<file path="src/rtl/qxr_pkg.sv">
package qxr_pkg;

    typedef enum logic [2:0] {
        PH_IDLE,
        PH_CMD,
        PH_ADDR,
        PH_MODE,
        PH_DUMMY,
        PH_DATA,
        PH_GAP
    } phase_e;

    localparam logic [7:0] OPCODE_QREAD = 8'hEB;
    localparam int CMD_CLKS   = 8;
    localparam int ADDR_CLKS  = 6;
    localparam int MODE_CLKS  = 2;
    localparam int DUMMY_CLKS = 4;
    localparam int ADDR_W     = 24;

endpackage

</file>
<file path="src/rtl/qxr_divider.sv">
module qxr_divider #(
    parameter int HALF = 2
) (
    input  logic clk,
    input  logic rst_n,
    input  logic run,
    output logic tick
);
    localparam int CW = (HALF > 1) ? $clog2(HALF) : 1;

    logic [CW-1:0] cnt_d, cnt_q;

    always_comb begin
        tick  = run && (cnt_q == CW'(HALF - 1));
        cnt_d = cnt_q + CW'(1);
        if (!run || tick) begin
            cnt_d = '0;
        end
    end

    always_ff @(posedge clk or negedge rst_n) begin
        if (!rst_n) cnt_q <= '0;
        else        cnt_q <= cnt_d;
    end
endmodule

</file>
<file path="src/rtl/qxr_lane_mux.sv">
module qxr_lane_mux (
    input  qxr_pkg::phase_e ph,
    input  logic [31:0]     sh,
    output logic [3:0]      io_o
);
    for (genvar l = 0; l < 4; l++) begin : g_lane
        if (l == 0) begin : g_io0
            // lane 0 carries the serial opcode bit, otherwise a nibble bit
            assign io_o[l] = (ph == qxr_pkg::PH_CMD) ? sh[31] : sh[28 + l];
        end else begin : g_ioq
            assign io_o[l] = (ph == qxr_pkg::PH_CMD) ? 1'b0 : sh[28 + l];
        end
    end
endmodule

</file>
<file path="src/rtl/qxr_engine.sv">
module qxr_engine #(
    parameter int         WORD_W    = 32,
    parameter logic [7:0] MODE_KEEP = 8'h20,
    parameter logic [7:0] MODE_EXIT = 8'hFF
) (
    input  logic                  clk,
    input  logic                  rst_n,
    input  logic                  tick,
    output logic                  run,
    input  logic                  req_valid,
    output logic                  req_ready,
    input  logic [23:0]           req_addr,
    input  logic                  exit_req,
    output logic                  rsp_valid,
    output logic [WORD_W-1:0]     rsp_data,
    output logic                  sclk,
    output logic                  cs_n,
    output logic [3:0]            io_oe,
    input  logic [3:0]            io_i,
    output qxr_pkg::phase_e       ph,
    output logic [31:0]           sh
);
    import qxr_pkg::*;

    localparam int NIB    = WORD_W / 4;
    localparam int MAXLEN = (NIB > CMD_CLKS) ? NIB : CMD_CLKS;
    localparam int CNT_W  = $clog2(MAXLEN) + 1;

    typedef struct packed {
        phase_e             ph;
        logic [CNT_W-1:0]   cnt;
        logic               sclk;
        logic               cs_n;
        logic [3:0]         oe;
        logic [31:0]        sh;
        logic [31:0]        hold;
        logic               cont;
        logic               exit_pend;
        logic [WORD_W-1:0]  word;
        logic               rsp;
    } ctl_t;

    ctl_t d, q;
    logic [7:0]       mbyte;
    logic [CNT_W-1:0] last_cnt;

    always_comb begin
        case (q.ph)
            PH_CMD:   last_cnt = CNT_W'(CMD_CLKS - 1);
            PH_ADDR:  last_cnt = CNT_W'(ADDR_CLKS - 1);
            PH_MODE:  last_cnt = CNT_W'(MODE_CLKS - 1);
            PH_DUMMY: last_cnt = CNT_W'(DUMMY_CLKS - 1);
            PH_DATA:  last_cnt = CNT_W'(NIB - 1);
            default:  last_cnt = '0;
        endcase
    end

    always_comb begin
        d     = q;
        d.rsp = 1'b0;
        mbyte = (q.exit_pend || exit_req) ? MODE_EXIT : MODE_KEEP;
        if (exit_req) begin
            d.exit_pend = 1'b1;
        end

        case (q.ph)
            PH_IDLE: begin
                if (req_valid) begin
                    d.hold      = {req_addr, mbyte};
                    d.cs_n      = 1'b0;
                    d.sclk      = 1'b0;
                    d.cnt       = '0;
                    d.word      = '0;
                    d.exit_pend = 1'b0;
                    d.cont      = (mbyte[5:4] == 2'b10);
                    if (q.cont) begin
                        d.ph = PH_ADDR;
                        d.sh = {req_addr, mbyte};
                        d.oe = 4'b1111;
                    end else begin
                        d.ph = PH_CMD;
                        d.sh = {OPCODE_QREAD, 24'h0};
                        d.oe = 4'b0001;
                    end
                end
            end

            PH_GAP: begin
                if (tick) begin
                    if (q.cnt == CNT_W'(1)) begin
                        d.ph  = PH_IDLE;
                        d.cnt = '0;
                    end else begin
                        d.cnt = q.cnt + CNT_W'(1);
                    end
                end
            end

            default: begin
                if (tick && !q.sclk) begin
                    // rising serial edge: flash samples host lanes, host samples data
                    d.sclk = 1'b1;
                    if (q.ph == PH_DATA) begin
                        d.word = {q.word[WORD_W-5:0], io_i};
                    end
                end else if (tick) begin
                    // falling serial edge: advance the outgoing stream
                    d.sclk = 1'b0;
                    d.sh   = (q.ph == PH_CMD) ? {q.sh[30:0], 1'b0}
                                              : {q.sh[27:0], 4'h0};
                    if (q.cnt == last_cnt) begin
                        d.cnt = '0;
                        case (q.ph)
                            PH_CMD: begin
                                d.ph = PH_ADDR;
                                d.sh = q.hold;
                                d.oe = 4'b1111;
                            end
                            PH_ADDR:  d.ph = PH_MODE;
                            PH_MODE: begin
                                d.ph = PH_DUMMY;
                                d.oe = 4'b0000;
                            end
                            PH_DUMMY: d.ph = PH_DATA;
                            default: begin
                                d.ph   = PH_GAP;
                                d.cs_n = 1'b1;
                                d.rsp  = 1'b1;
                            end
                        endcase
                    end else begin
                        d.cnt = q.cnt + CNT_W'(1);
                    end
                end
            end
        endcase
    end

    always_ff @(posedge clk or negedge rst_n) begin
        if (!rst_n) begin
            q.ph        <= PH_IDLE;
            q.cnt       <= '0;
            q.sclk      <= 1'b0;
            q.cs_n      <= 1'b1;
            q.oe        <= 4'b0000;
            q.sh        <= '0;
            q.hold      <= '0;
            q.cont      <= 1'b0;
            q.exit_pend <= 1'b0;
            q.word      <= '0;
            q.rsp       <= 1'b0;
        end else begin
            q <= d;
        end
    end

    assign run       = (q.ph != PH_IDLE);
    assign req_ready = (q.ph == PH_IDLE);
    assign rsp_valid = q.rsp;
    assign rsp_data  = q.word;
    assign sclk      = q.sclk;
    assign cs_n      = q.cs_n;
    assign io_oe     = q.oe;
    assign ph        = q.ph;
    assign sh        = q.sh;
endmodule

</file>
<file path="src/rtl/qxr_reader.sv">
module qxr_reader #(
    parameter int         CLK_DIV   = 4,
    parameter int         WORD_W    = 32,
    parameter logic [7:0] MODE_KEEP = 8'h20
) (
    input  logic              clk,
    input  logic              rst_n,
    input  logic              req_valid,
    output logic              req_ready,
    input  logic [23:0]       req_addr,
    input  logic              exit_req,
    output logic              rsp_valid,
    output logic [WORD_W-1:0] rsp_data,
    output logic              flash_sclk,
    output logic              flash_cs_n,
    output logic [3:0]        flash_io_o,
    output logic [3:0]        flash_io_oe,
    input  logic [3:0]        flash_io_i
);
    localparam int HALF = CLK_DIV / 2;

    logic            tick;
    logic            run;
    qxr_pkg::phase_e ph;
    logic [31:0]     sh;

    qxr_divider #(.HALF(HALF)) u_div (
        .clk   (clk),
        .rst_n (rst_n),
        .run   (run),
        .tick  (tick)
    );

    qxr_engine #(
        .WORD_W    (WORD_W),
        .MODE_KEEP (MODE_KEEP),
        .MODE_EXIT (8'hFF)
    ) u_eng (
        .clk       (clk),
        .rst_n     (rst_n),
        .tick      (tick),
        .run       (run),
        .req_valid (req_valid),
        .req_ready (req_ready),
        .req_addr  (req_addr),
        .exit_req  (exit_req),
        .rsp_valid (rsp_valid),
        .rsp_data  (rsp_data),
        .sclk      (flash_sclk),
        .cs_n      (flash_cs_n),
        .io_oe     (flash_io_oe),
        .io_i      (flash_io_i),
        .ph        (ph),
        .sh        (sh)
    );

    qxr_lane_mux u_mux (
        .ph   (ph),
        .sh   (sh),
        .io_o (flash_io_o)
    );
endmodule

</file>
<file path="config.mk">
export PLATFORM = sky130hd
export DESIGN_NAME = qxr_reader
export DESIGN_NICKNAME = d
export VERILOG_FILES = /design/src/rtl/qxr_pkg.sv /design/src/rtl/qxr_divider.sv /design/src/rtl/qxr_lane_mux.sv /design/src/rtl/qxr_engine.sv /design/src/rtl/qxr_reader.sv
export SDC_FILE = /design/constraint.sdc
export NUM_CORES = 1
export LEC_CHECK = 0
export CORE_ASPECT_RATIO = 1.4
export CORE_MARGIN = 3
export CORE_UTILIZATION = 39
export DETAILED_ROUTE_END_ITERATION = 8
export GPL_TIMING_DRIVEN = 0
export PLACE_DENSITY = 0.59
export SYNTH_ARGS = -nofsm -noshare
export SYNTH_HDL_FRONTEND = slang
export SYNTH_SLANG_ARGS = --single-unit
</file>
<file path="constraint.sdc">
create_clock -name clk -period 2.8 [get_ports clk]
set_clock_uncertainty 0.15 [all_clocks]
set_input_delay 0.28 -clock clk [delete_from_list [all_inputs] [get_ports clk]]
set_output_delay 0.28 -clock clk [all_outputs]
set_load 0.02 [all_outputs]
</file>
==> impl_metrics.tcl, run 1 <==
set metrics [dict create \
    yosys-top-cells-area "sky130_fd_sc_hd__dfrtp_1, sky130_fd_sc_hd__a221oi_2, sky130_fd_sc_hd__mux2_2" \
    rsz0062_at_grt "no" \
    globalRoute.totalOverflow 0 \
    path_max_fanout 10 \
    synth_async_sr_flop_share 1.00 \
    mappedNetlistArea_sq_mm 0.00556 \
    max-slew-margin-rel 0.482 \
    tritoncts "done" \
    initial_utilization 0.400 \
    clk_path_buf_depth 2 \
    synth_cell_type_count 47 \
    hold_violations 0 \
    vias 4441 \
    synth.ff_latch_count 105 \
    worst_setup_path_end_kind "output port" \
    wl_um 13800 \
    io_pins 76 \
    post_drt_via_cell_ratio 5.39 \
    timing_worst_setup_path_type "reg2out" \
    area_after_dpl_sq_mm 0.00657 \
    cts_inserted_buffers 9 \
    switching_power_mw 3.42 \
    synth.avg_cell_area_sq_um 10.1 \
    die_height_um 147 \
    grt_pass1_wl_um 23000 \
    rows 51 \
    first_global_vias 4523 \
    final_antenna_net_count 0 \
    clkSinkCount 105 \
    max-vdd-ir-drop_mv 0.483 \
    layoutNonFillerInstCount 824 \
    worstSkewPairLatency_ns 0.35 \
    drt_iter0_markers 177 \
    antenna_found_initial 0 \
    hpwl_um 10100 \
    path_clk_slew_ns 0.07 \
    synth_largest_area_cell "sky130_fd_sc_hd__dfrtp_1" \
    fill_cells 1365 \
    layout_overhead_on_the_synthesized_area_pct 23.8 \
    drive_above_1_share 0.211 \
    routed_wire_length_per_instance_um 16.7 \
    place_inst 809 \
    finalMaxSlewViolations 0 \
    setup.worst_path.start_class "flop" \
    grt_max_degree 60 \
    synth_seq_area_share 0.473 \
    die_area_sq_mm 0.0157 \
    synth_warn 0 \
    critical_path_required_ns 2.37 \
    outcome "finished clean" \
    power.static_leakage_nw 2.81 \
    n_antenna_cell 0 \
    layout.cell_area.non_filler_sq_mm 0.00688 \
    max_slew.worst_pin.slew_ns 0.778 \
    post_cts_buffers 0 \
    seq_power_share 0.338 \
    timing.max_cap.violations 0 \
    postLayoutCoreUtil 0.495 \
    placeableCoreArea_sq_mm 0.0139 \
    synth_common_cells "sky130_fd_sc_hd__dfrtp_1, sky130_fd_sc_hd__nand2_1, sky130_fd_sc_hd__nor2_1" \
    routabilityCongestion 0.800 \
    synth-edff-count 0 \
    power.internal_mw 4.72 \
    netSwitchingFraction 0.420 \
    hold_slack_ns 0.330 \
    class_of_the_most_critical_hold_timing_path "reg2reg" \
    finalNetCount 668 \
    synthFlopType "sky130_fd_sc_hd__dfrtp_1" \
    synth_top_area_frac 0.468 \
    port-buffer-count 75 \
    yosysMostFrequentCell "sky130_fd_sc_hd__dfrtp_1" \
    worst_ep_arrival_ns 2.15 \
    comb_power_share 0.517 \
    die_w_um 107 \
    setup_viol 0 \
    detailedRoute.firstPassIterationCount 5 \
    synth.net_count 582 \
    h-tree-depth 3 \
    clockRootBuffer "sky130_fd_sc_hd__clkbuf_16" \
    clock_power_share 0.145 \
    detail_route.drc_violations 0 \
    max_clock_freq_mhz 387 \
    cellPowerDensity_mw_per_mm2 1180 \
    post-route-min-period_ns 2.58 \
    synth_instances 548 \
    fin_crit_sh 0.923 \
    gr-usage-all-layers 0.182 \
]
## repair_timing
item	CTS	global route
pin swaps	0	1
hold buffers	1	0
hold endpoints to repair	46	0
resized for setup	13	5
setup endpoints to repair	12	44
## metal layers
metal,GRT usage,part of all wire
met3,0.0281,0.044
met4,0.0653,0.022
met2,0.321,0.51
met1,0.224,0.42
met5,0,0
## cell families after synthesis
| group | after synthesis | synth area share |
|---|---|---|
| mux | 54 | 0.104 |
| fa+ha+maj | 2 | 0.00450 |
| xor+xnor | 3 | 0.00473 |
| simple gates | 168 | 0.132 |
| flops | 105 | 0.473 |
| compound gates | 133 | 0.195 |
| buf+inv | 83 | 0.0871 |
## critical path, stage by stage (launching register included)
cell	delay, ns
sky130_fd_sc_hd__dfrtp_1	0.50
sky130_fd_sc_hd__clkbuf_4	0.28
sky130_fd_sc_hd__nand2_1	0.22
sky130_fd_sc_hd__and2_1	0.26
sky130_fd_sc_hd__clkdlybuf4s50_1	0.54
## flip-flops by register name, indices dropped and copies added (netlist names), named ones only
| register | count |
|---|---|
| u_eng.sclk | 1 |
| u_eng.sh | 32 |
| u_div.cnt_q | 1 |
| u_eng.rsp_data | 32 |
| u_eng.io_oe | 2 |
| u_eng.rsp_valid | 1 |
| u_eng.cs_n | 1 |
| u_eng.q | 32 |
| u_eng.ph | 2 |
## cell usage in the layout, fill, tap and decap left out, types with 3 or more instances in the layout
cell type / instances
sky130_fd_sc_hd__buf_2: 6
sky130_fd_sc_hd__nand3b_1: 3
sky130_fd_sc_hd__dfrtp_1: 104
sky130_fd_sc_hd__nor2_1: 48
sky130_fd_sc_hd__or2_2: 4
sky130_fd_sc_hd__buf_1: 3
sky130_fd_sc_hd__o21ai_0: 46
sky130_fd_sc_hd__and2_1: 6
sky130_fd_sc_hd__and3_1: 4
sky130_fd_sc_hd__o22ai_1: 4
sky130_fd_sc_hd__clkbuf_16: 9
sky130_fd_sc_hd__a221oi_1: 25
sky130_fd_sc_hd__a21oi_1: 13
sky130_fd_sc_hd__clkbuf_1: 21
sky130_fd_sc_hd__clkbuf_4: 3
sky130_fd_sc_hd__clkdlybuf4s50_1: 72
sky130_fd_sc_hd__nand3_1: 4
sky130_fd_sc_hd__nand2b_1: 8
sky130_fd_sc_hd__buf_4: 37
sky130_fd_sc_hd__clkbuf_2: 3
sky130_fd_sc_hd__clkinv_2: 3
sky130_fd_sc_hd__mux2i_1: 26
sky130_fd_sc_hd__buf_6: 4
sky130_fd_sc_hd__inv_1: 5
sky130_fd_sc_hd__nand2_1: 81
sky130_fd_sc_hd__a221oi_2: 23
sky130_fd_sc_hd__mux2_2: 28
## area by class of cell
cell class	count	area, sq um	area share
flip-flops and latches	105	2630	0.382
multi-input cells	360	2470	0.359
repair buffers	77	787	0.114
plain buffers	76	473	0.0687
well taps	185	231	0.0336
clock buffers	9	225	0.0327
clock inverters	7	47.5	0.00691
inverters	5	18.8	0.00273
## metrics by stage
stage | worst slack, ns | TNS (ns) | power, mW
after CTS | 0.00809 | 0 | 8.20
after detailed placement | -0.324 | -5.39 | 6.98
after global placement | -2.94 | -311.34 | 6.86
after floorplan | 0.495 | 0 | 5.66
final | 0.215 | 0 | 8.14
after global routing | 0.0749 | 0 | 8.77
## final timing paths
check | endpoint | slack, ns | cells past startpoint | startpoint
setup / recovery | flash_io_o[3] | 0.22 | 4 | u_eng.ph[0]$_DFFE_PN0P_
hold / removal | u_eng.q[40]$_DFFE_PN0P_ | 0.33 | 1 | u_eng.q[40]$_DFFE_PN0P_
setup reg to reg | u_eng.sh[7]$_DFFE_PN0P_ | 0.25 | 7 | u_eng.q[105]$_DFFE_PN0P_
hold reg to reg | u_eng.q[40]$_DFFE_PN0P_ | 0.33 | 1 | u_eng.q[40]$_DFFE_PN0P_
max in group asynchronous | u_eng.cs_n$_DFFE_PN1P_ | 1.41 | 3 | rst_n
min in group asynchronous | asynchronous set/reset pin | 0.36 | 2 | rst_n
## power groups by stage
stage	sequential [mW]	combinational [mW]	clock, mW
2_1_floorplan	2.57	3.10	0
3_3_place_gp	2.74	4.12	0
3_5_place_dp	2.75	4.23	0
4_1_cts	2.72	4.27	1.21
5_1_grt	2.83	4.66	1.28
6_report	2.75	4.20	1.18
Note: power is estimated with default switching activity, not from simulation.
==> inputs of run 2 (changes only) <==
- CORE_UTILIZATION: 39 -> 41
- PLACE_DENSITY: 0.59 -> 0.62
==> run 2 against run 1 <==
  * Core utilization increased by 3.4 points
  * Routed wire length decreased by 1.1%
  * Clock-buffer cell count increased by 2
  * Maximum frequency decreased by 0.82%
  * Cell count decreased by 0.85%
  * Register-to-register slack about the same
  * Die area decreased by 4.6%
  * Critical path depth increased by 2
  * First-iteration DRC count increased by 8.5%
  * Combinational power about the same
  * Hold slack got worse by 0.028 ns
==> impl_metrics.tcl, run 2 (same netlist as run 1, synthesis figures left out) <==
set metrics [dict create \
    finalWorstSetupSlack_ns 0.194 \
    first_global_vias 4539 \
    tritoncts "done" \
    rsz0062_at_grt "no" \
    totalNegativeSetupSlack_ns 0 \
    port-buffer-count 75 \
    path_cells "clkbuf_2 -> nor2_4 -> nand2_2 -> clkbuf_2 -> inv_1 -> dlygate4sd2_1" \
    critical_path_required_ns 2.37 \
    rows 49 \
    final_antenna_net_count 0 \
    path_clk_slew_ns 0.06 \
    initial_utilization 0.426 \
    worstSkewPairLatency_ns 0.35 \
    routed_wire_length_per_instance_um 16.6 \
    worst_ep_arrival_ns 2.18 \
    timing.max_cap.violations 0 \
    h-tree-depth 3 \
    grt_pass1_wl_um 22700 \
    worst_setup_path_end_kind "output port" \
    wl_um 13600 \
    vias 4428 \
    path_max_fanout 10 \
    cpLargestDelayFamily "buffers and inverters" \
    design_power_total_mw 8.26 \
    gr-usage-all-layers 0.185 \
    drive_above_1_share 0.208 \
    cellPowerDensity_mw_per_mm2 1200 \
    place_inst 802 \
    max-slew-margin-rel 0.480 \
    setup_viol 0 \
    clk_path_buf_depth 2 \
    post_drt_via_cell_ratio 5.42 \
    power.static_leakage_nw 2.82 \
    layoutNonFillerInstCount 817 \
    cts_inserted_buffers 9 \
    mostFrequentLayoutCell "sky130_fd_sc_hd__dfrtp_1" \
    hpwl_um 9910 \
    timing_worst_setup_path_type "reg2out" \
    layout_overhead_on_the_synthesized_area_pct 24.2 \
    die_w_um 104 \
    hold_violations 0 \
    max_clock_freq_mhz 384 \
    fin_crit_sh 0.931 \
    outcome "finished clean" \
    max-vdd-ir-drop_mv 0.507 \
    detail_route.drc_violations 0 \
    clockRootBuffer "sky130_fd_sc_hd__clkbuf_16" \
    drt_iter0_markers 192 \
    die_area_sq_mm 0.0150 \
    worst-path-buf-inv 4 \
    timing.critical_path.mode_cell "sky130_fd_sc_hd__clkbuf_2" \
    class_of_the_most_critical_hold_timing_path "in2async" \
    n_antenna_cell 0 \
    die_height_um 144 \
    detailedPlace.worstSlack_ns -0.345 \
    routabilityCongestion 0.845 \
    max_stage_delay_ns 0.48 \
    grt_max_degree 71 \
    setup.worst_path.start_class "flop" \
    hold_slack_ns 0.302 \
    io_pins 76 \
    finalNetCount 668 \
    finalMaxSlewViolations 0 \
    antenna_found_initial 0 \
    placeableCoreArea_sq_mm 0.0131 \
    post-route-min-period_ns 2.61 \
    layout.cells.most_common_list "sky130_fd_sc_hd__dfrtp_1, sky130_fd_sc_hd__nand2_1, sky130_fd_sc_hd__clkdlybuf4s50_1" \
    detailedRoute.firstPassIterationCount 4 \
    worst_path_max_delay_cell "sky130_fd_sc_hd__dfrtp_1" \
    globalRoute.totalOverflow 0 \
    clkSinkCount 105 \
    max_slew.worst_pin.slew_ns 0.780 \
]
run 2: area by class of cell:
type                       instances  area (sq um)
multi-input combinational        360          2470
clock buffer                      11           243
sequential                       105          2630
timing repair buffer              77           787
buffer                            76           469
clock inverter                     5          62.6
fill                            1207          6160
inverter                           5          18.8
tap                              178           223
run 2: report_power, final:
| group | leakage (nW) | internal [mW] | total, mW | switching (mW) |
|---|---|---|---|---|
| registers | 1.27 | 2.19 | 2.75 | 0.559 |
| clock network | 0.142 | 0.723 | 1.29 | 0.571 |
| logic | 1.40 | 1.92 | 4.22 | 2.29 |
run 2: per-layer routing:
layer / vias up / global-route usage / share of wire
met3: 16 / 0.0252 / 0.038
met5: - / 0 / 0
li1: 2093 / - / -
met2: 115 / 0.332 / 0.52
met1: 2204 / 0.225 / 0.43
met4: 0 / 0.0763 / 0.018
run 2: through the flow:
step           cell area, sq um   util
6_report                   6900  0.529
5_1_grt                    6900  0.529
4_1_cts                    6880  0.527
3_5_place_dp               6560  0.502
3_3_place_gp               6530  0.500
2_1_floorplan              5560      -
run 2: worst paths after layout:
kind	start	to	slack, ns	cells after the start
setup / recovery	u_eng.ph[1]$_DFFE_PN0P_	req_ready	0.19	6
hold / removal	rst_n	asynchronous set/reset pin	0.30	2
setup reg to reg	u_eng.q[105]$_DFFE_PN0P_	u_eng.sh[7]$_DFFE_PN0P_	0.24	7
hold reg to reg	u_eng.q[40]$_DFFE_PN0P_	u_eng.q[40]$_DFFE_PN0P_	0.32	1
max in group asynchronous	rst_n	u_eng.cs_n$_DFFE_PN1P_	1.48	3
min in group clk	u_eng.q[40]$_DFFE_PN0P_	u_eng.q[40]$_DFFE_PN0P_	0.32	1
run 2: repair_timing:
action                                  CTS  global route
pin swaps                                 0             1
endpoints found under the setup margin   12            31
gates cloned                              0             0
gates resized for setup                  10             6
hold buffers                              1             0
endpoints found under the hold margin    35             0
setup buffers                             0             0
run 2: worst reg2reg max path: stages, from the launching register on:
cell and delay [ns]:
sky130_fd_sc_hd__dfrtp_1 0.38, sky130_fd_sc_hd__clkbuf_1 0.28, sky130_fd_sc_hd__nand2_1 0.10, sky130_fd_sc_hd__o32a_1 0.33
sky130_fd_sc_hd__a2111oi_4 0.50, sky130_fd_sc_hd__buf_6 0.24, sky130_fd_sc_hd__mux2_2 0.34, sky130_fd_sc_hd__o21ai_0 0.17
==> inputs of run 3 (changes only) <==
- CORE_UTILIZATION: 41 -> 60
- PLACE_DENSITY: 0.62 -> 0.85
- clock period: 2.8 -> 3.2 ns (I/O delays scaled with it)
==> run 3 against run 2 <==
  * Design area shrank 2.3%
  * Sequential cell count stayed put
  * Worst setup slack worse by 0.068 ns
  * Combinational power decreased by 13%
  * First-iteration DRC count grew 64%
  * Critical path type unchanged
  * Highest routed layer unchanged
  * Largest power group unchanged
  * Routed wire length is 2.9% lower
  * Sequential power is 13% lower
==> impl_metrics.tcl, run 3 (same netlist as run 1, synthesis figures left out) <==
set metrics [dict create \
    outcome "finished clean" \
    detail_route.drc_violations 0 \
    worst_path_max_delay_cell "sky130_fd_sc_hd__clkdlybuf4s50_1" \
    timing.max_cap.violations 0 \
    max-slew-margin-rel 0.456 \
    rows 40 \
    max_slew.worst_pin.slew_ns 0.815 \
    layoutNonFillerInstCount 744 \
    rsz0062_at_grt "no" \
    cellPowerDensity_mw_per_mm2 1060 \
    tritoncts "done" \
    clockRootBuffer "sky130_fd_sc_hd__clkbuf_16" \
    die_area_sq_mm 0.0105 \
    cts_inserted_buffers 9 \
    grt_max_degree 69 \
    worst_ep_arrival_ns 2.60 \
    antenna_found_initial 0 \
    placeableCoreArea_sq_mm 0.00881 \
    hpwl_um 9660 \
    globalRoute.totalOverflow 0 \
    layout_overhead_on_the_synthesized_area_pct 21.3 \
    place_inst 729 \
    io_pins 76 \
    layout.cells.most_common_list "sky130_fd_sc_hd__dfrtp_1, sky130_fd_sc_hd__nand2_1, sky130_fd_sc_hd__clkdlybuf4s50_1" \
    worst-r2r-cell-count 7 \
    clk_path_buf_depth 2 \
    die_height_um 120 \
    routed_wire_length_per_instance_um 17.8 \
    detailedRoute.firstPassIterationCount 5 \
    critical_path_required_ns 2.73 \
    worst-path-buf-inv 4 \
    post-route-min-period_ns 3.07 \
    fin_crit_sh 0.961 \
    max_stage_delay_ns 0.60 \
    n_antenna_cell 0 \
    power.static_leakage_nw 2.78 \
    path_clk_slew_ns 0.07 \
    detailedPlace.worstSlack_ns 0.0854 \
    final_antenna_net_count 0 \
    post_drt_via_cell_ratio 6.08 \
    finalWorstSetupSlack_ns 0.126 \
    rr_endpoint "u_eng.sh[22]$_DFFE_PN0P_" \
    die_w_um 87.3 \
    gr-usage-all-layers 0.266 \
    timing_worst_setup_path_type "reg2out" \
    initial_utilization 0.631 \
    fill_cells 590 \
    max_clock_freq_mhz 325 \
    mostFrequentLayoutCell "sky130_fd_sc_hd__dfrtp_1" \
    cpLargestDelayFamily "buffers and inverters" \
    clkSinkCount 105 \
    grt_pass1_wl_um 22300 \
    reg_to_reg_critical_path_startpoint "u_eng.ph[1]$_DFFE_PN0P_" \
    setup.reg_to_reg.worst_slack_ns 0.26 \
    max-vdd-ir-drop_mv 0.693 \
    hold_slack_ns 0.329 \
    finalMaxSlewViolations 0 \
    postLayoutCoreUtil 0.765 \
    vias 4527 \
    wl_um 13200 \
    setup_viol 0 \
    first_global_vias 4597 \
    design_power_total_mw 7.12 \
    h-tree-depth 3 \
    port-buffer-count 75 \
    totalNegativeSetupSlack_ns 0 \
    drt_iter0_markers 314 \
    hold_violations 0 \
    finalNetCount 669 \
    setup.worst_path.start_class "flop" \
    area_after_dpl_sq_mm 0.00646 \
    class_of_the_most_critical_hold_timing_path "in2async" \
    path_max_fanout 10 \
    worstSkewPairLatency_ns 0.35 \
    worst_setup_path_end_kind "output port" \
    path_cells "clkbuf_2 -> and2_1 -> clkbuf_1 -> clkbuf_2 -> nand2_1 -> nand2_1 -> clkdlybuf4s50_1" \
    layout.cell_area.non_filler_sq_mm 0.00674 \
    drive_above_1_share 0.197 \
    routabilityCongestion 0.848 \
]
run 3: changes by cell type in the layout (fill, tap and decap cells not counted), moves of 2 or more:
| cell | change |
|---|---|
| sky130_fd_sc_hd__clkdlybuf4s50_1 | +2 |
| sky130_fd_sc_hd__clkbuf_4 | -2 |
| sky130_fd_sc_hd__clkbuf_1 | +5 |
| sky130_fd_sc_hd__clkinv_2 | +2 |
run 3: how the worst max path moves through the flow:
stage                                  start                 endpoint  slack (ns)  cells after the start
floorplan           u_eng.q[105]$_DFFE_PN0P_  u_eng.sh[7]$_DFFE_PN0P_        0.89                      7
global placement                       rst_n  u_eng.q[60]$_DFFE_PN0P_       -2.22                      1
detailed placement   u_eng.ph[1]$_DFFE_PN0P_                req_ready        0.09                      7
CTS                  u_eng.ph[1]$_DFFE_PN0P_                req_ready        0.02                      6
global route         u_eng.ph[1]$_DFFE_PN0P_                req_ready       0.002                      6
finish               u_eng.ph[0]$_DFFE_PN0P_            flash_io_o[0]        0.13                      7
run 3: area by class of cell:
cell class	count	area [sq um]	share of cell area
buffer	77	464	0.0688
sequential	105	2630	0.390
inverter	5	18.8	0.00278
tap	105	131	0.0195
multi-input combinational	360	2450	0.363
clock buffer	12	246	0.0366
timing repair buffer	77	786	0.117
clock inverter	3	17.5	0.00260
run 3: power breakdown:
part / switching [mW] / total [mW] / internal, mW
clock network: 0.479 / 1.02 / 0.543
logic: 2.02 / 3.69 / 1.67
registers: 0.487 / 2.40 / 1.92
total: 2.99 / 7.12 / 4.13
run 3: what timing repair did:
action | 4_1_cts | 5_1_grt
hold endpoints to repair | 37 | 0
setup buffers | 0 | 0
pin swaps | 0 | 0
endpoints found under the setup margin | 2 | 2
gates resized for setup | 2 | 3
hold buffers | 1 | 0
run 3: metal layers:
layer	part of all wire	global-route usage	wire length [um]	vias up
li1	-	-	-	2096
met4	0.026	0.115	346	0
met2	0.53	0.456	6960	169
met5	0	0	0	-
met3	0.052	0.0295	691	27
met1	0.39	0.334	5210	2235
